`config.mk`:
```
export PLATFORM = sky130hd
export DESIGN_NAME = irda_codec
export DESIGN_NICKNAME = d
export VERILOG_FILES = /design/src/rtl/irda_codec_pkg.sv /design/src/rtl/irda_mode_sel.sv /design/src/rtl/irda_sir_enc.sv /design/src/rtl/irda_sir_dec.sv /design/src/rtl/irda_codec.sv
export SDC_FILE = /design/constraint.sdc
export NUM_CORES = 1
export LEC_CHECK = 0
export BUFFER_PORTS_ARGS = -buffer_cell sky130_fd_sc_hd__clkbuf_2
export CORE_UTILIZATION = 40
export DETAILED_ROUTE_END_ITERATION = 12
export REMOVE_ABC_BUFFERS = 1
export SLEW_MARGIN = 20
export SYNTH_ARGS = -nofsm -noshare
export SYNTH_HDL_FRONTEND = slang
export SYNTH_SLANG_ARGS = --single-unit
```
`constraint.sdc`:
```
create_clock -name clk -period 1.71 [get_ports clk]
set_clock_uncertainty 0.15 [all_clocks]
set_input_delay 0.171 -clock clk [delete_from_list [all_inputs] [get_ports clk]]
set_output_delay 0.171 -clock clk [all_outputs]
set_load 0.01 [all_outputs]
```
`src/rtl/irda_codec_pkg.sv`:
```
package irda_codec_pkg;
  typedef enum logic [1:0] {
    MODE_OFF    = 2'd0,
    MODE_IR     = 2'd1,
    MODE_BYPASS = 2'd2
  } ir_mode_e;
endpackage

```
`src/rtl/irda_mode_sel.sv`:
```
module irda_mode_sel
  import irda_codec_pkg::*;
(
  input  logic     ir_en,
  input  logic     mode_clash,
  output ir_mode_e mode,
  output logic     ir_active
);
  always_comb begin
    if (!ir_en)          mode = MODE_OFF;
    else if (mode_clash) mode = MODE_BYPASS;
    else                 mode = MODE_IR;
  end

  assign ir_active = (mode == MODE_IR);
endmodule

```
`src/rtl/irda_sir_enc.sv`:
```
module irda_sir_enc #(
  parameter int OVS         = 16,
  parameter int PULSE_TICKS = 3
) (
  input  logic clk,
  input  logic rst_n,
  input  logic active,
  input  logic tick,
  input  logic nrz,
  output logic pulse
);
  localparam int PH_W = $clog2(OVS);
  localparam logic [PH_W-1:0] PH_LAST = PH_W'(OVS - 1);
  localparam logic [PH_W-1:0] PH_END  = PH_W'(PULSE_TICKS);

  logic [PH_W-1:0] phase;

  always_ff @(posedge clk or negedge rst_n) begin
    if (!rst_n) begin
      phase <= '0;
      pulse <= 1'b0;
    end else if (!active) begin
      phase <= '0;
      pulse <= 1'b0;
    end else if (tick) begin
      phase <= (phase == PH_LAST) ? '0 : phase + 1'b1;
      if (phase == '0)
        pulse <= ~nrz;
      else if (phase == PH_END)
        pulse <= 1'b0;
    end
  end
endmodule

```
`src/rtl/irda_sir_dec.sv`:
```
module irda_sir_dec #(
  parameter int OVS         = 16,
  parameter int SYNC_STAGES = 2
) (
  input  logic clk,
  input  logic rst_n,
  input  logic active,
  input  logic tick,
  input  logic line,
  output logic nrz
);
  localparam int CW = $clog2(OVS + 1);
  localparam logic [CW-1:0] HOLD = CW'(OVS);

  logic [SYNC_STAGES-1:0] sync_q;
  logic                   line_s;
  logic                   tick_smp;
  logic                   fall;
  logic [CW-1:0]          hold_cnt;

  always_ff @(posedge clk or negedge rst_n) begin
    if (!rst_n) sync_q <= '1;
    else        sync_q <= {sync_q[SYNC_STAGES-2:0], line};
  end

  assign line_s = sync_q[SYNC_STAGES-1];

  always_ff @(posedge clk or negedge rst_n) begin
    if (!rst_n)    tick_smp <= 1'b1;
    else if (tick) tick_smp <= line_s;
  end

  assign fall = tick && tick_smp && !line_s;

  always_ff @(posedge clk or negedge rst_n) begin
    if (!rst_n)
      hold_cnt <= '0;
    else if (!active)
      hold_cnt <= '0;
    else if (fall)
      hold_cnt <= HOLD;
    else if (tick && hold_cnt != '0)
      hold_cnt <= hold_cnt - 1'b1;
  end

  assign nrz = (hold_cnt == '0);
endmodule

```
`src/rtl/irda_codec.sv`:
```
module irda_codec
  import irda_codec_pkg::*;
#(
  parameter int OVS         = 16,
  parameter int PULSE_TICKS = 3,
  parameter int SYNC_STAGES = 2
) (
  input  logic clk,
  input  logic rst_n,
  input  logic ir_en,
  input  logic mode_clash,
  input  logic tick16,
  input  logic tx_nrz,
  output logic tx_ir,
  input  logic rx_ir,
  output logic rx_nrz
);
  ir_mode_e mode;
  logic     ir_active;
  logic     enc_pulse;
  logic     dec_nrz;

  irda_mode_sel u_mode (
    .ir_en      (ir_en),
    .mode_clash (mode_clash),
    .mode       (mode),
    .ir_active  (ir_active)
  );

  irda_sir_enc #(.OVS(OVS), .PULSE_TICKS(PULSE_TICKS)) u_enc (
    .clk    (clk),
    .rst_n  (rst_n),
    .active (ir_active),
    .tick   (tick16),
    .nrz    (tx_nrz),
    .pulse  (enc_pulse)
  );

  irda_sir_dec #(.OVS(OVS), .SYNC_STAGES(SYNC_STAGES)) u_dec (
    .clk    (clk),
    .rst_n  (rst_n),
    .active (ir_active),
    .tick   (tick16),
    .line   (rx_ir),
    .nrz    (dec_nrz)
  );

  always_comb begin
    unique case (mode)
      MODE_IR:     tx_ir = enc_pulse;
      MODE_BYPASS: tx_ir = tx_nrz;
      default:     tx_ir = 1'b0;
    endcase
    if (!rst_n) tx_ir = 1'b0;
  end

  always_comb begin
    unique case (mode)
      MODE_IR:     rx_nrz = dec_nrz;
      MODE_BYPASS: rx_nrz = rx_ir;
      default:     rx_nrz = 1'b1;
    endcase
  end
endmodule

```
==> results.md <==
- Worst IR Drop VDD: between 0.0003 and 0.0004 V
- Die width: between 40 and 50 um
- Setup crit end kind: primary output
- Half-perimeter wire length after placement: 987 um
- Hold path start: tx_nrz
- Avg WL per Cell: approximately 13 um
- Syn Area/Cell: about 10 um^2
- N_diodes: 0
- Post-route non-filler standard cell count: between 100 and 150
- Top delay family on crit path: simple AND/OR/NAND/NOR gates
- Ports: 9
- Worst hold path type: primary input to register
- Largest net degree at the start of global routing: 14
- Initial antenna violation count: 0
- Crit path max fanout: 2
- F_max: 500 MHz
- Hold_ws: ~0.11 ns
- Routed vias: 561
- Core area: 1520 um^2
- RSZ-0062 raised after global routing: true
- Worst slack, placed: -0.0537 ns
- Root buf cell: clkbuf_4
- Yosys warns: 0
- Post-synthesis cell count: 67
- Fin crit period: ~2 ns
- Synth Register Bits: 13
- TritonCTS Buffers: 3
- Worst Path Buf+Inv: 2
- Final ANT Viol Nets: 0
- Slowest CP cell: or4b_4
- Final Cell Area: just over 900 um^2
- Crit path DAT: around 1.7 ns
- Crit-path max cell delay: around 0.46 ns
- Setup CP Type: register to primary output
- Clk buf depth: 2
- RD Place Congestion: 0.873
- Pwr Density: 671 nW/um^2
- WP data required: ~1.4 ns
- R2R Path Start: u_dec.hold_cnt[0]$_DFFE_PN0P_
- Period utilisation layout: 117%
- Seq/Total Area, Yosys: 49.3%
- Worst skew pair latency: 0.27 ns
- Fillers: approximately 130
- Failing checks: setup timing
- Critical path launch point type: register
- DR iter-0 viols: 4
- H-tree lvl count: 1
- Sink Count: 13
- Max-Cap Viols: 0
- Initial Util: a little over two fifths
- Commonest cells after routing, fill and taps aside: buf_4, dfrtp_1, nand2_1
- Via-to-Cell Ratio: slightly above 5
- Count of final max-slew check failures: 0
- Vias in the first global route: roughly 550
- Global route overflow: 0
- Status: finished with violations
- Rows: 14
- Layout cells sized above 1: about two fifths
- Clock slew at reported path FFs: ~0.09 ns
- Worst setup margin: -0.289 ns
- Worst-Margin Slew: about 0.33 ns
- WL final: between 1000 and 1500 um
- Tot GR Track Use: 17.9%
- Mapped cell area: around 670 um^2
- Die height: about 43 um
- NumNets Final: between 100 and 150
- # DRC: 0
- Endpoints failing setup: 4
- Drt pass-1 iters: 4
- Fin. Hold Viols: 0
- Placed Area: about 770 um^2
- P&R area growth vs syn: 36.0%
- Inst Count DP: slightly below 100
- PortBufs: 8
- Fin Setup TNS: -0.591 ns
- Setup crit start: u_dec.hold_cnt[0]$_DFFE_PN0P_
- Crit path cell chain: inv_2 > ha_4 > or4b_4 > o211ai_1 > buf_2
- Synth unique cells: 26
- First-pass GRT wire length: 2420 um
- Leakage power: 0.410 nW
- Die area: about 1800 um^2
- Normalized max-slew margin: around 80%
- CTS tree: built
registers in the layout (all words and copies together) (netlist names):
| name | cells |
|---|---|
| u_dec.hold_cnt | 5 |
| u_dec.sync_q | 2 |
| u_dec.tick_smp | 1 |
| u_enc.phase | 4 |
| u_enc.pulse | 1 |
metrics by stage:
stage | total power [mW] | util [%]
floorplan | 0.363 | -
global placement | 0.401 | 50.8
detailed placement | 0.402 | 50.8
CTS | 0.601 | 56.6
global route | 0.633 | 59.5
finish | 0.609 | 59.5
cell type report:
class                      instances  area [um^2]  area share (%)
multi-input combinational         48          355            39.2
sequential                        13          329            36.3
timing repair buffer              22          158            17.4
clock buffer                       4         26.3            2.90
tap                               16         20.0            2.21
inverter                           5         18.8            2.07
power breakdown:
part | switching, mW | internal (mW) | total [mW]
combinational | 0.0442 | 0.0444 | 0.0886
sequential | 0.00538 | 0.320 | 0.325
clock | 0.105 | 0.0902 | 0.195
total | 0.155 | 0.454 | 0.609
worst min-delay path, delay by kind of cell:
kind                   cells  cell delay, ns
and+or+nand+nor            1            0.04
AOI/OAI and AO/OA          1            0.19
buffers and inverters      1            0.09
routing by layer:
layer | vias to the layer above | global-route usage [%] | wire, um
met3 | 2 | 2.55 | 41
met4 | 0 | 7.50 | 8
li1 | 291 | - | -
met1 | 256 | 27.1 | 756
met2 | 12 | 25.5 | 620
met5 | - | 0 | 0
synth_stat cells, drive strengths merged:
master  number  area share (%)
or3          2             1.9
nand3b       1             1.1
xor2         1             1.3
o211ai       1             1.1
nor3b        2             2.3
or4b         2             3.0
nor2         3             1.7
mux2         1             1.7
nand2        9             5.1
a21oi        8             6.6
or4          1             1.1
a311oi       1             1.3
buf          1            0.75
nor4b        1             1.3
ha           3             5.6
nor2b        1            0.94
o31ai        1             1.1
mux2i        2             3.0
dfrtp       10              38
inv          5             2.8
dfstp        3              12
o21ai        3             2.3
a32o         1             1.5
nand3        3             2.3
nand2b       1            0.94
what timing repair did:
item                                   CTS  global route
cloned                                   0             0
resized for setup                        7             6
pin swaps                                2             4
hold buffers                             2             0
setup endpoints to repair                2             5
setup buffers                            2             3
endpoints found under the hold margin   14             0
worst paths after layout:
check | end | cells past startpoint | slack [ns]
hold / removal | u_enc.pulse$_DFFE_PN0P_ | 3 | 0.11
min in group asynchronous | u_enc.phase[2]$_DFFE_PN0P_ | 3 | 0.25
setup / recovery | rx_nrz | 5 | -0.29
setup reg to reg | u_dec.hold_cnt[3]$_DFFE_PN0P_ | 5 | -0.19
max in group asynchronous | u_dec.sync_q[1]$_DFF_PN1_ | 3 | 0.92
hold reg to reg | u_dec.sync_q[1]$_DFF_PN1_ | 0 | 0.21
cells by family (layout without fill, tap and decap cells):
logic type / count (synthesis) / after routing / synth area share (%)
xor gates and xnor gates: 1 / 1 / 1.31
muxes: 3 / 3 / 4.69
adders and majority gates: 3 / 3 / 5.63
buffers and inverters: 6 / 31 / 3.56
AOI/OAI and AO/OA: 15 / 15 / 13.9
DFF: 13 / 13 / 49.3
and+or+nand+nor: 26 / 26 / 21.6
Note: power is estimated with default switching activity, not from simulation.
